**src/rtl/bcl_pkg.sv**
```systemverilog
package bcl_pkg;

    localparam int unsigned BYTE_W = 8;

    localparam logic [6:0] EEPROM_DEV  = 7'b1010000;
    localparam logic [7:0] WORD_FIRST  = 8'h00;
    localparam logic [7:0] SUM_REG     = 8'hFC;
    localparam logic [7:0] SUM_MAGIC   = 8'h2E;

    typedef enum logic [1:0] {
        BC_START,
        BC_STOP,
        BC_WRITE,
        BC_READ
    } bus_cmd_e;

    typedef enum logic [3:0] {
        S_IDLE,
        S_PARK,
        S_CLEAR,
        S_START,
        S_ADDRW,
        S_WORD,
        S_RSTART,
        S_ADDRR,
        S_READ,
        S_STOP,
        S_CHECK,
        S_DONE
    } seq_state_e;

    typedef struct packed {
        logic              we;
        logic [BYTE_W-1:0] addr;
        logic [BYTE_W-1:0] data;
    } rf_wr_t;

    function automatic logic [BYTE_W-1:0] dev_byte(input logic [6:0] dev, input logic rd);
        return {dev, rd};
    endfunction

endpackage

```
**src/rtl/bcl_tick.sv**
```systemverilog
module bcl_tick #(
    parameter int unsigned DIV = 312
) (
    input  logic clk,
    input  logic rst,
    output logic tick
);
    localparam int unsigned CW = (DIV > 1) ? $clog2(DIV) : 1;

    logic [CW-1:0] cnt;

    always_ff @(posedge clk) begin
        if (rst) begin
            cnt  <= '0;
            tick <= 1'b0;
        end else if (cnt == CW'(DIV - 1)) begin
            cnt  <= '0;
            tick <= 1'b1;
        end else begin
            cnt  <= cnt + CW'(1);
            tick <= 1'b0;
        end
    end
endmodule

```
**src/rtl/bcl_bus_engine.sv**
```systemverilog
module bcl_bus_engine
    import bcl_pkg::*;
(
    input  logic              clk,
    input  logic              rst,
    input  logic              tick,
    input  logic              go,
    input  bus_cmd_e          cmd,
    input  logic [BYTE_W-1:0] wbyte,
    input  logic              ack_send,
    input  logic              scl_in,
    input  logic              sda_in,
    output logic              busy,
    output logic              fin,
    output logic [BYTE_W-1:0] rbyte,
    output logic              ack_rx,
    output logic              scl_oe,
    output logic              sda_oe
);
    logic [1:0]        q;
    logic [3:0]        bitn;
    bus_cmd_e          cur;
    logic [BYTE_W-1:0] sh;
    logic              ack_hold;
    logic              drv_low;
    logic              step;
    logic              is_bit;
    logic              last_q;

    // quarter 2 has SCL released: a slave holding it low stretches the bit
    assign step   = busy && tick && !((q == 2'd2) && !scl_in);
    assign is_bit = (cur == BC_WRITE) || (cur == BC_READ);
    assign last_q = (q == 2'd3) && (!is_bit || (bitn == 4'd8));
    assign rbyte  = sh;

    always_comb begin
        if (bitn < 4'd8) begin
            drv_low = (cur == BC_WRITE) ? ~sh[BYTE_W-1] : 1'b0;
        end else begin
            drv_low = (cur == BC_READ) ? ack_hold : 1'b0;
        end
    end

    always_ff @(posedge clk) begin
        if (rst) begin
            busy     <= 1'b0;
            fin      <= 1'b0;
            q        <= '0;
            bitn     <= '0;
            cur      <= BC_START;
            sh       <= '0;
            ack_hold <= 1'b0;
            ack_rx   <= 1'b0;
            scl_oe   <= 1'b0;
            sda_oe   <= 1'b0;
        end else begin
            fin <= 1'b0;
            if (go && !busy) begin
                busy     <= 1'b1;
                q        <= '0;
                bitn     <= '0;
                cur      <= cmd;
                sh       <= wbyte;
                ack_hold <= ack_send;
            end else if (step) begin
                q <= q + 2'd1;
                case (cur)
                    BC_START: begin
                        case (q)
                            2'd0: begin scl_oe <= 1'b1; sda_oe <= 1'b0; end
                            2'd1: scl_oe <= 1'b0;
                            2'd2: sda_oe <= 1'b1;
                            default: scl_oe <= 1'b1;
                        endcase
                    end
                    BC_STOP: begin
                        case (q)
                            2'd0: begin scl_oe <= 1'b1; sda_oe <= 1'b1; end
                            2'd1: scl_oe <= 1'b0;
                            2'd2: sda_oe <= 1'b0;
                            default: ;
                        endcase
                    end
                    default: begin
                        case (q)
                            2'd0: sda_oe <= drv_low;
                            2'd1: scl_oe <= 1'b0;
                            2'd2: begin
                                if (bitn < 4'd8) sh <= {sh[BYTE_W-2:0], sda_in};
                                else             ack_rx <= sda_in;
                            end
                            default: begin
                                scl_oe <= 1'b1;
                                bitn   <= bitn + 4'd1;
                            end
                        endcase
                    end
                endcase
                if (last_q) begin
                    busy <= 1'b0;
                    fin  <= 1'b1;
                end
            end
        end
    end
endmodule

```
**src/rtl/bcl_checksum.sv**
```systemverilog
module bcl_checksum
    import bcl_pkg::*;
#(
    parameter logic [BYTE_W-1:0] MAGIC = SUM_MAGIC
) (
    input  logic              clk,
    input  logic              rst,
    input  logic              clr,
    input  logic              add_en,
    input  logic [BYTE_W-1:0] din,
    output logic [BYTE_W-1:0] sum,
    output logic              match
);
    always_ff @(posedge clk) begin
        if (rst || clr) sum <= '0;
        else if (add_en) sum <= sum + din;
    end

    assign match = (sum == MAGIC);
endmodule

```
**src/rtl/boot_cfg_loader.sv**
```systemverilog
module boot_cfg_loader
    import bcl_pkg::*;
#(
    parameter int unsigned CLK_DIV   = 312,
    parameter int unsigned MAX_TRIES = 512,
    parameter logic [7:0]  IMG_LAST  = 8'h4C,
    parameter logic [6:0]  DEV_ADDR  = EEPROM_DEV
) (
    input  logic       clk,
    input  logic       rst,
    input  logic       strap_selfcfg,
    input  logic       scl_in,
    input  logic       sda_in,
    output logic       scl_oe,
    output logic       sda_oe,
    output logic       rf_we,
    output logic [7:0] rf_addr,
    output logic [7:0] rf_wdata,
    output logic       cfg_done,
    output logic       cfg_valid,
    output logic       cfg_timeout
);
    localparam int unsigned IDX_W = $clog2(int'(IMG_LAST) + 1);
    localparam int unsigned TRY_W = $clog2(MAX_TRIES + 1);
    localparam logic [IDX_W-1:0] IDX_LAST = IDX_W'(IMG_LAST);
    localparam logic [TRY_W-1:0] TRY_LAST = TRY_W'(MAX_TRIES - 1);

    seq_state_e        st;
    logic [IDX_W-1:0]  idx;
    logic [TRY_W-1:0]  tries;
    logic              nack_seen;
    rf_wr_t            wr_q;
    logic              done_q, valid_q, tmo_q;

    logic              tick;
    logic              eng_go, eng_busy, eng_fin, eng_ack_rx;
    bus_cmd_e          eng_cmd;
    logic [BYTE_W-1:0] eng_byte, eng_rbyte;
    logic              eng_ack;
    logic              bus_st;
    logic [BYTE_W-1:0] sum;
    logic              sum_ok;

    bcl_tick #(.DIV(CLK_DIV)) u_tick (
        .clk (clk),
        .rst (rst),
        .tick(tick)
    );

    bcl_bus_engine u_eng (
        .clk     (clk),
        .rst     (rst),
        .tick    (tick),
        .go      (eng_go),
        .cmd     (eng_cmd),
        .wbyte   (eng_byte),
        .ack_send(eng_ack),
        .scl_in  (scl_in),
        .sda_in  (sda_in),
        .busy    (eng_busy),
        .fin     (eng_fin),
        .rbyte   (eng_rbyte),
        .ack_rx  (eng_ack_rx),
        .scl_oe  (scl_oe),
        .sda_oe  (sda_oe)
    );

    bcl_checksum #(.MAGIC(SUM_MAGIC)) u_sum (
        .clk   (clk),
        .rst   (rst),
        .clr   (st == S_CLEAR),
        .add_en((st == S_READ) && eng_fin),
        .din   (eng_rbyte),
        .sum   (sum),
        .match (sum_ok)
    );

    always_comb begin
        eng_cmd  = BC_START;
        eng_byte = '0;
        bus_st   = 1'b1;
        case (st)
            S_START, S_RSTART: eng_cmd = BC_START;
            S_ADDRW: begin eng_cmd = BC_WRITE; eng_byte = dev_byte(DEV_ADDR, 1'b0); end
            S_WORD:  begin eng_cmd = BC_WRITE; eng_byte = WORD_FIRST; end
            S_ADDRR: begin eng_cmd = BC_WRITE; eng_byte = dev_byte(DEV_ADDR, 1'b1); end
            S_READ:  eng_cmd = BC_READ;
            S_STOP:  eng_cmd = BC_STOP;
            default: bus_st = 1'b0;
        endcase
    end

    assign eng_go  = bus_st && !eng_busy && !eng_fin;
    assign eng_ack = (idx != IDX_LAST);

    always_ff @(posedge clk) begin
        if (rst) begin
            st        <= S_IDLE;
            idx       <= '0;
            tries     <= '0;
            nack_seen <= 1'b0;
            wr_q      <= '0;
            done_q    <= 1'b0;
            valid_q   <= 1'b0;
            tmo_q     <= 1'b0;
        end else begin
            wr_q.we <= 1'b0;
            case (st)
                S_IDLE: begin
                    idx       <= '0;
                    nack_seen <= 1'b0;
                    st        <= strap_selfcfg ? S_CLEAR : S_PARK;
                end
                S_CLEAR: begin
                    wr_q <= '{we: 1'b1, addr: 8'(idx), data: '0};
                    if (idx == IDX_LAST) begin
                        idx <= '0;
                        st  <= S_START;
                    end else begin
                        idx <= idx + IDX_W'(1);
                    end
                end
                S_START:  if (eng_fin) st <= S_ADDRW;
                S_RSTART: if (eng_fin) st <= S_ADDRR;
                S_ADDRW, S_WORD, S_ADDRR: begin
                    if (eng_fin) begin
                        if (eng_ack_rx) begin
                            nack_seen <= 1'b1;
                            st        <= S_STOP;
                        end else begin
                            st <= (st == S_ADDRW) ? S_WORD :
                                  (st == S_WORD)  ? S_RSTART : S_READ;
                        end
                    end
                end
                S_READ: begin
                    if (eng_fin) begin
                        wr_q <= '{we: 1'b1, addr: 8'(idx), data: eng_rbyte};
                        if (idx == IDX_LAST) st <= S_STOP;
                        else                 idx <= idx + IDX_W'(1);
                    end
                end
                S_STOP: if (eng_fin) st <= S_CHECK;
                S_CHECK: begin
                    wr_q <= '{we: 1'b1, addr: SUM_REG, data: sum};
                    if (sum_ok && !nack_seen) begin
                        valid_q <= 1'b1;
                        done_q  <= 1'b1;
                        st      <= S_DONE;
                    end else if (tries == TRY_LAST) begin
                        tmo_q  <= 1'b1;
                        done_q <= 1'b1;
                        st     <= S_DONE;
                    end else begin
                        tries     <= tries + TRY_W'(1);
                        idx       <= '0;
                        nack_seen <= 1'b0;
                        st        <= S_CLEAR;
                    end
                end
                default: ;
            endcase
        end
    end

    assign rf_we       = wr_q.we;
    assign rf_addr     = wr_q.addr;
    assign rf_wdata    = wr_q.data;
    assign cfg_done    = done_q;
    assign cfg_valid   = valid_q;
    assign cfg_timeout = tmo_q;
endmodule

```
**config.mk**
```make
export PLATFORM = sky130hd
export DESIGN_NAME = boot_cfg_loader
export DESIGN_NICKNAME = d
export VERILOG_FILES = /design/src/rtl/bcl_pkg.sv /design/src/rtl/bcl_tick.sv /design/src/rtl/bcl_bus_engine.sv /design/src/rtl/bcl_checksum.sv /design/src/rtl/boot_cfg_loader.sv
export SDC_FILE = /design/constraint.sdc
export NUM_CORES = 1
export LEC_CHECK = 0
export ABC_CLOCK_PERIOD_IN_PS = 2950
export BUFFER_PORTS_ARGS = -buffer_cell sky130_fd_sc_hd__buf_2
export CAP_MARGIN = 30
export CELL_PAD_IN_SITES_DETAIL_PLACEMENT = 1
export CELL_PAD_IN_SITES_GLOBAL_PLACEMENT = 2
export CORE_MARGIN = 1
export CORE_UTILIZATION = 37
export CTS_CLUSTER_DIAMETER = 50
export DETAILED_ROUTE_END_ITERATION = 8
export MAX_ROUTING_LAYER = met4
export PLACE_DENSITY_LB_ADDON = 0.1
export SYNTH_ARGS = -nofsm -noshare
export SYNTH_HDL_FRONTEND = slang
export SYNTH_SLANG_ARGS = --single-unit
```
**constraint.sdc**
```tcl
create_clock -name clk -period 2.95 [get_ports clk]
set_clock_uncertainty 0.15 [all_clocks]
set_input_delay 0.59 -clock clk [delete_from_list [all_inputs] [get_ports clk]]
set_output_delay 0.59 -clock clk [all_outputs]
set_load 0.01 [all_outputs]
```
; ---- Yosys cells after proc, flatten, opt, wreduce, memory -nomap -nowiden
; Cells that the tools add are included.
[word_totals]
reg_bits = 82
input_bits = 5
[classes]
n_mux = 53
reduce_logical = 53
n_eq_ne = 38
magnitude_cmp = 1
n_addsub = 6
bitwise = 8
[op_table]
columns = operator, n
row1 = $pmux W17 S3, 1
row2 = $mux W4, 12
row3 = $mux W8, 5
row4 = $mux W7, 5
row5 = $pmux W4 S8, 1
row6 = $pmux W7 S4, 1
row7 = $reduce_and A5 Y1, 5
row8 = $mux W17, 1
row9 = $eq A4 B3 Y1 const B, 4
row10 = $eq A4 B4 Y1 const B, 4
row11 = $mux W1, 16
row12 = $ne A2 B1 Y1 const B, 8
row13 = $pmux W8 S2, 1
row14 = $pmux W1 S2, 7
row15 = $add A10 B1 Y10 const B, 1
row16 = $eq A10 B9 Y1 const B, 1
row17 = $ne A2 B2 Y1 const B, 5
row18 = $reduce_bool A2 Y1, 5
row19 = $add A9 B1 Y9 const B, 1
row20 = $eq A9 B9 Y1 const B, 1
row21 = $logic_and A1 B1 Y1, 9
row22 = $reduce_and A3 Y1, 3
row23 = $reduce_bool A3 Y1, 3
row24 = $reduce_or A3 Y1, 3
row25 = other kinds (29), 56

; ---- Depth between registers and ports, before layout
; Gate-level depths: netlist (run 1).
[depth]
depth_word = 8
ltp_mapped = 9
depth_no_buf = 9

; ---- Cells and area by module
; A second synthesis (run 1) with hierarchy kept.
[unflattened]
cells_unflattened = 534
area_unflattened_um2 = 4624.4
[modules_own_cells]
columns = module, cells_per_inst, area_each_um2, seq_area_each_um2, n_inst
row1 = boot_cfg_loader, 269, 2347.3, 840.8, 1
row2 = bcl_bus_engine, 134, 1149.9, 440.4, 1
row3 = bcl_checksum, 80, 684.4, 160.2, 1
row4 = bcl_tick, 51, 442.9, 200.2, 1

; ---- Worst setup path before layout (run 1)
; OpenSTA, ideal clock, no wires.
[synth_timing]
path_type = register -> register
startpoint = reg u_eng.q[0]
endpoint = reg u_eng.sh[7], in the netlist u_eng.rbyte[7]
path_buffers = 1
setup_ps = 128
period_less_slack_ps = 2102
arrival_ps = 1824
setup_slack_ps = 848
stages_incl_launch_ff = 9
path_cell_list = dfxtp_1 > inv_1 > ha_1 > clkbuf_1 > a21oi_2 > nand4b_1 > o21a_1 > o22ai_1 > nor2_1
[synth_via]
elab_chain_cells = 6
word_cells_on_any_way = 7
classes_between = eq/ne (1) / reduce/logical (6)
[synth_rtl]
columns = element, line
row1 = from (decl), bcl_bus_engine.sv:20  ; logic [1:0] q;
row2 = from (signal assigned), bcl_bus_engine.sv:66  ; q <= q + 2'd1;
row3 = $eq A2 B2 Y1 *, "bcl_bus_engine.sv:31, bcl_bus_engine.sv:85"
row4 = $logic_and A1 B1 Y1, bcl_bus_engine.sv:31  ; assign step = busy && tick && !((q == 2'd2) && !scl_in);
row5 = $logic_not A1 Y1, bcl_bus_engine.sv:31
row6 = $logic_and A1 B1 Y1, bcl_bus_engine.sv:31
row7 = $reduce_bool A2 Y1 (no line), --
row8 = $reduce_and A4 Y1 (no line) *, --
row9 = to (signal assigned), bcl_bus_engine.sv:63  ; sh <= wbyte;
row10 = to (signal assigned), bcl_bus_engine.sv:89  ; if (bitn < 4'd8) sh <= {sh[BYTE_W-2:0], sda_in};
row11 = to (decl), bcl_bus_engine.sv:23  ; logic [BYTE_W-1:0] sh;
; Every way passes the cells marked *; elsewhere a longest branch is shown, timed or not.
; A chain may end at the register's enable or synchronous reset.

; ---- Worst setup path in the final report (run 1)
[layout_timing]
startpoint = reg tries[0]
endpoint = reg idx[1]
[layout_via]
elab_chain_cells = 3
[layout_rtl]
columns = element, line
row1 = from (decl), boot_cfg_loader.sv:30  ; logic [TRY_W-1:0] tries;
row2 = from (signal assigned), boot_cfg_loader.sv:155  ; tries <= tries + TRY_W'(1);
row3 = $eq A10 B9 Y1, boot_cfg_loader.sv:150  ; end else if (tries == TRY_LAST) begin
row4 = $ne A2 B2 Y1 (no line), --
row5 = $reduce_and A5 Y1 (no line), --
row6 = to (signal assigned), boot_cfg_loader.sv:120  ; idx <= idx + IDX_W'(1);
row7 = to (signal assigned), boot_cfg_loader.sv:140  ; else idx <= idx + IDX_W'(1);
row8 = to (decl), boot_cfg_loader.sv:29  ; logic [IDX_W-1:0] idx;
; No other way between the ends.

==> out/summary.txt, run 1 <==
Core Rows = 37
Mapped cell area = 0.00398 sq mm
Top delay family on crit path = compound AO/OA/AOI/OAI gates
CP arrival = 2.55 ns
Die Span Y = 106 microns
Total negative slack = 0 ns
Fill cell count = 1288
Max stage delay on crit path = 0.75 ns
Resized Gates After CTS = 0
Fin crit share = 83.1%
Fmax = 408 MHz
Most Used Layer, Global Route = met2
Area grow syn2layout = 11.9%
Die footprint = 0.0112 sq mm
Post-CTS Setup Bufs = 0
# diodes = 0
Most common cell after layout, fill and taps aside = dfxtp_1
Vias/cell = 5.23
Worst slew pin tran = 0.976 ns
Post-route ant nets = 0
Total power = 0.00269 W
Worst Path Buf+Inv = 1
Worst setup margin = 0.498 ns
Total Routed Length = 9740 microns
Worst slack, placed = 0.392 ns
Nets = 520
LEAKAGE = 1.75 nW
CP Launch Type = flop
Synth warn = 0
Final hold vios = 0
CTS Hold Bufs = 0
DRC violations left = 0
Core Util, Final = 42.9%
Highest-count cells in the layout ignoring fill and taps = dfxtp_1, nor2_1, nand2_1
Largest net degree at the start of global routing = 21
Fin cells = 637
Max stage delay cell, worst path = o21ai_1
Fraction of registers with async set/reset = 0%
Vias = 3329
Clock buffer depth = 2
Number of buffers created by CTS = 9
Synth Net Count = 501
Status = finished clean
Initial antenna violation count = 0
Register area share after synthesis = 41.3%
CP Max Fanout = 11
IO Pins = 27
Core area = 0.0104 sq mm
Clk sinks = 82
CTS H-tree lvls = 3
Gate Count Post-Synth = 478
Min cycle time layout = 2.45 ns
Post-synthesis cell type count = 59
Placed Cells = 621
CTS tree = done
Clk root buf = clkbuf_8
Clk pin slew, worst setup/hold paths = 0.08 ns
CP Class = flop to flop
Worst path cell trace = ha_1, nand2b_1, nor4_2, buf_4, o21ai_1, nand3_1, mux2i_1, nor2_1
Number of global-route vias before repair = 3313
Main synth FF type = dfxtp_1
Slew Viols, Final = 0
I/O Buffers = 26
Drt pass-1 iters = 4
Final Wtd Congestion = 0.800
Worst Path Required = 3.05 ns
Worst min path class = flop to flop
Worst relative slew slack = 34.5%
RSZ-0062 raised after global routing = no
M3 GR Usage = 4.08%
Worst VDD drop = 0.000347 V
Layout cell share with drive strength beyond 1 = 12.6%
Synth Register Bits = 82
Final setup fails = 0
Die W = 106 microns
Setup crit end kind = flop
All-Layer GR Usage = 19.8%
Max-Cap Viols = 0
HPWL after DPL = 6880 microns
Post-synth EDFFs = 0
Initial Utilization = 38.3%
Syn_area_per_cell = 8.32 sq um
M2 GR Usage = 31.8%
Remaining global-route overflow = 0
First-pass GRT wire length = 16900 microns
Avg WL per Cell = 15.3 microns
Clock latency on the worst-skew pair = 0.36 ns
M1 GR Usage = 25.0%
Power per cell area = 605 mW/mm^2
Initial DRC Count = 135
-- metal layers --
| metal | vias up | wire length (microns) |
|---|---|---|
| met5 | - | 0 |
| met4 | 0 | 103 |
| met3 | 8 | 278 |
| met2 | 33 | 4650 |
| met1 | 1585 | 4710 |
| li1 | 1703 | - |
-- path summary, 6_finish.rpt --
kind                                from       end  slack, ns  cells past startpoint
worst max-delay path            tries[0]    idx[1]       0.50                      8
worst min-delay path            cfg_done  cfg_done       0.30                      2
worst max register to register  tries[0]    idx[1]       0.50                      8
worst min register to register  cfg_done  cfg_done       0.30                      2
-- worst register-to-register path: cells and delay by family, from the launching register on --
kind | cells | cell delay [ns]
and+or+nand+nor | 4 | 0.49
AOI/OAI and AO/OA | 1 | 0.75
muxes | 1 | 0.25
buffers and inverters | 1 | 0.15
adders and majority gates | 1 | 0.22
DFF | 1 | 0.34
-- synth_stat cells (8+ instances only) --
master    count  share of area, %
a21oi_1      37               4.7
and3_1        8               1.3
buf_2         8               1.0
clkbuf_1     17               1.6
dfxtp_1      82                41
ha_1         17               5.4
inv_1        17               1.6
nand2_1      39               3.7
nand3_1      18               2.3
nand4_1       9               1.4
nor2_1       79               7.5
nor3_1       19               2.4
o21ai_0      10               1.3
xnor2_1       8               1.8
xor2_1       21               4.6
-- report_power, final --
part	internal (W)	switching [W]
Clock	0.000456	0.000400
Combinational	0.000212	0.000347
Sequential	0.00118	0.0000988
-- per-stage QoR --
stage | hold slack, ns | area [sq um]
CTS | 0.303 | 4440
global placement | 0.279 | 4240
detailed placement | 0.290 | 4240
global route | 0.335 | 4450
floorplan | 0.268 | 3980
finish | 0.301 | 4450
-- cell type report --
cell class / instances / area, sq um / share of cell area [%]
Clock buffer: 13 / 169 / 3.80
Timing Repair Buffer: 34 / 190 / 4.28
Sequential cell: 82 / 1640 / 36.9
Tap cell: 136 / 170 / 3.83
Inverter: 18 / 67.6 / 1.52
Clock inverter: 2 / 35.0 / 0.788
Multi-Input combinational cell: 352 / 2170 / 48.9
-- logic make-up (layout without fill, tap and decap cells) --
kind of cell	Yosys count	count (layout)	synth area share, %
compound gates	89	89	14.5
xor+xnor	29	29	6.39
fa+ha+maj	18	18	5.85
buf+inv	44	67	4.41
flops	82	82	41.3
mux	8	8	2.05
simple gates	208	208	25.5
-- sequential cells by signal, indices dropped and copies added, names as in the netlist, 7 cells and up --
name / flops
idx: 7
rf_wdata: 8
tries: 10
u_sum.sum: 8
u_eng.rbyte: 8
rf_addr: 8
u_tick.cnt: 9
Note: power is estimated with default switching activity, not from simulation.
==> inputs of run 2 (changes only) <==
--- a/config.mk
+++ b/config.mk
@@ -5,7 +5,7 @@
 export SDC_FILE = /design/constraint.sdc
 export NUM_CORES = 1
 export LEC_CHECK = 0
-export ABC_CLOCK_PERIOD_IN_PS = 2950
+export ABC_CLOCK_PERIOD_IN_PS = 2500
 export BUFFER_PORTS_ARGS = -buffer_cell sky130_fd_sc_hd__buf_2
 export CAP_MARGIN = 30
 export CELL_PAD_IN_SITES_DETAIL_PLACEMENT = 1
==> constraint.sdc (replaced) <==
create_clock -name clk -period 2.5 [get_ports clk]
set_clock_uncertainty 0.15 [all_clocks]
set_input_delay 0.5 -clock clk [delete_from_list [all_inputs] [get_ports clk]]
set_output_delay 0.5 -clock clk [all_outputs]
set_load 0.01 [all_outputs]
==> run 2 against run 1 <==
  * Die area unchanged
  * Largest power group unchanged
  * Final cell count increased by 1.3%
  * Via count increased by 2.4%
  * Clock power increased by 10%
  * First-iteration DRC count decreased by 22%
==> out/summary.txt, run 2 (same netlist as run 1, synthesis figures left out) <==
Status = finished clean
First-pass GRT wire length = 17100 microns
CTS tree = done
Initial Utilization = 38.3%
Worst slew pin tran = 0.871 ns
Worst path cell trace = inv_1, ha_1, and4bb_1, nand3_2, a21oi_2, a22oi_2, or4_1, a21oi_1
R2r startpoint = idx[0]
Resized Gates After CTS = 0
Clock power frac = 30.0%
Clock latency on the worst-skew pair = 0.36 ns
Vias = 3410
Core Util, Final = 43.3%
Final Wtd Congestion = 0.775
Regs by FF count = tries: 10 flops, u_tick.cnt: 9 flops
Fmax = 431 MHz
Total negative slack = 0 ns
Most common cell after layout, fill and taps aside = dfxtp_1
Drt pass-1 iters = 5
Clock buffer depth = 2
# diodes = 0
Min cycle time layout = 2.32 ns
Final hold vios = 0
Avg WL per Cell = 15.8 microns
Core area = 0.0104 sq mm
Hold Path Origin = sda_in
RSZ-0062 raised after global routing = no
Max stage delay on crit path = 0.56 ns
Largest net degree at the start of global routing = 29
DRC violations left = 0
Core Rows = 37
Initial antenna violation count = 0
Highest-count cells in the layout ignoring fill and taps = dfxtp_1, nor2_1, nand2_1
Sw frac = 32.4%
Nets = 528
Gate power share = 22.8%
P_int = 0.00213 W
Clk pin slew, worst setup/hold paths = 0.08 ns
CTS Hold Bufs = 0
CP arrival = 2.47 ns
All-Layer GR Usage = 20.0%
Slew Viols, Final = 0
R2r worst-path depth = 8
Max stage delay cell, worst path = or4_1
Total Routed Length = 10200 microns
Reg2Reg Setup Slack = 0.18 ns
Setup crit end kind = flop
Clk root buf = clkbuf_8
Worst relative slew slack = 41.5%
LEAKAGE = 1.78 nW
Worst VDD drop = 0.000368 V
Power per cell area = 700 mW/mm^2
Hold endpoint = u_eng.ack_rx
Die W = 106 microns
IO Pins = 27
Final setup fails = 0
CP Launch Type = flop
Max-Cap Viols = 0
HPWL after DPL = 7480 microns
Worst Path Required = 2.65 ns
Seq pwr share = 47.2%
Area grow syn2layout = 13.0%
Fill cell count = 1302
Post-CTS Setup Bufs = 0
Hold depth = 3
Remaining global-route overflow = 0
Number of buffers created by CTS = 9
Max reg flops = 10
CP Max Fanout = 8
CTS H-tree lvls = 3
Initial DRC Count = 105
Clk sinks = 82
Die footprint = 0.0112 sq mm
Top reg by flops = tries
Number of global-route vias before repair = 3441
Fin crit share = 92.9%
Die Span Y = 106 microns
CP Class = flop to flop
Layout cell share with drive strength beyond 1 = 13.9%
Worst min path class = input port to flop
Switch Pwr = 0.00102 W
Vias/cell = 5.29
Post-route ant nets = 0
Critical R2R Capture = st[1]
I/O Buffers = 26
-- run 2: how the worst max path moves through the flow --
stage	from	slack, ns	end
after floorplan	u_eng.q[0]	0.40	u_eng.rbyte[7]
after global placement	idx[0]	0.24	st[1]
after detailed placement	idx[0]	0.20	st[1]
after CTS	idx[0]	0.17	st[1]
after global routing	idx[0]	0.03	st[1]
final	idx[0]	0.18	st[1]
-- run 2: through the flow --
stage	cell area [sq um]	power [W]	hold slack (ns)	worst slack [ns]	cells
floorplan	3980	0.00200	0.268	0.398	478
global placement	4300	0.00222	0.282	0.238	630
detailed placement	4300	0.00224	0.285	0.202	630
CTS	4490	0.00319	0.262	0.173	645
global route	4490	0.00333	0.286	0.0297	645
finish	4490	0.00314	0.266	0.178	645
-- run 2: cell type report --
type	count	area [sq um]	share of cell area (%)
multi-input cells	352	2170	48.4
well taps	136	170	3.79
clock buffers	14	183	4.07
flip-flops and latches	82	1640	36.5
clock inverters	1	7.51	0.167
repair buffers	42	250	5.57
inverters	18	67.6	1.50
-- run 2: critical path: cells and delay by family (launching register included) --
family          cells  cell delay, ns
fa+ha+maj           1            0.15
buf+inv             1            0.11
flops               1            0.36
compound gates      3            0.52
simple gates        3            0.98
-- run 2: power by group through the flow --
stage / Sequential, W / Clock [W] / Combinational [W]
finish: 0.00148 / 0.000943 / 0.000718
global route: 0.00150 / 0.00103 / 0.000811
CTS: 0.00148 / 0.000981 / 0.000728
detailed placement: 0.00151 / 0 / 0.000726
global placement: 0.00151 / 0 / 0.000710
floorplan: 0.00148 / 0 / 0.000515
-- run 2: layer usage --
layer  vias up  global-route usage, %  wire length [microns]  share of wire, %
met5         -                      -                      0                 0
met4         0                   6.25                    102               1.0
met3         9                   3.65                    226               2.2
met2        35                   33.6                   4980                49
met1      1653                   24.2                   4860                48
li1       1713                      -                      -                 -
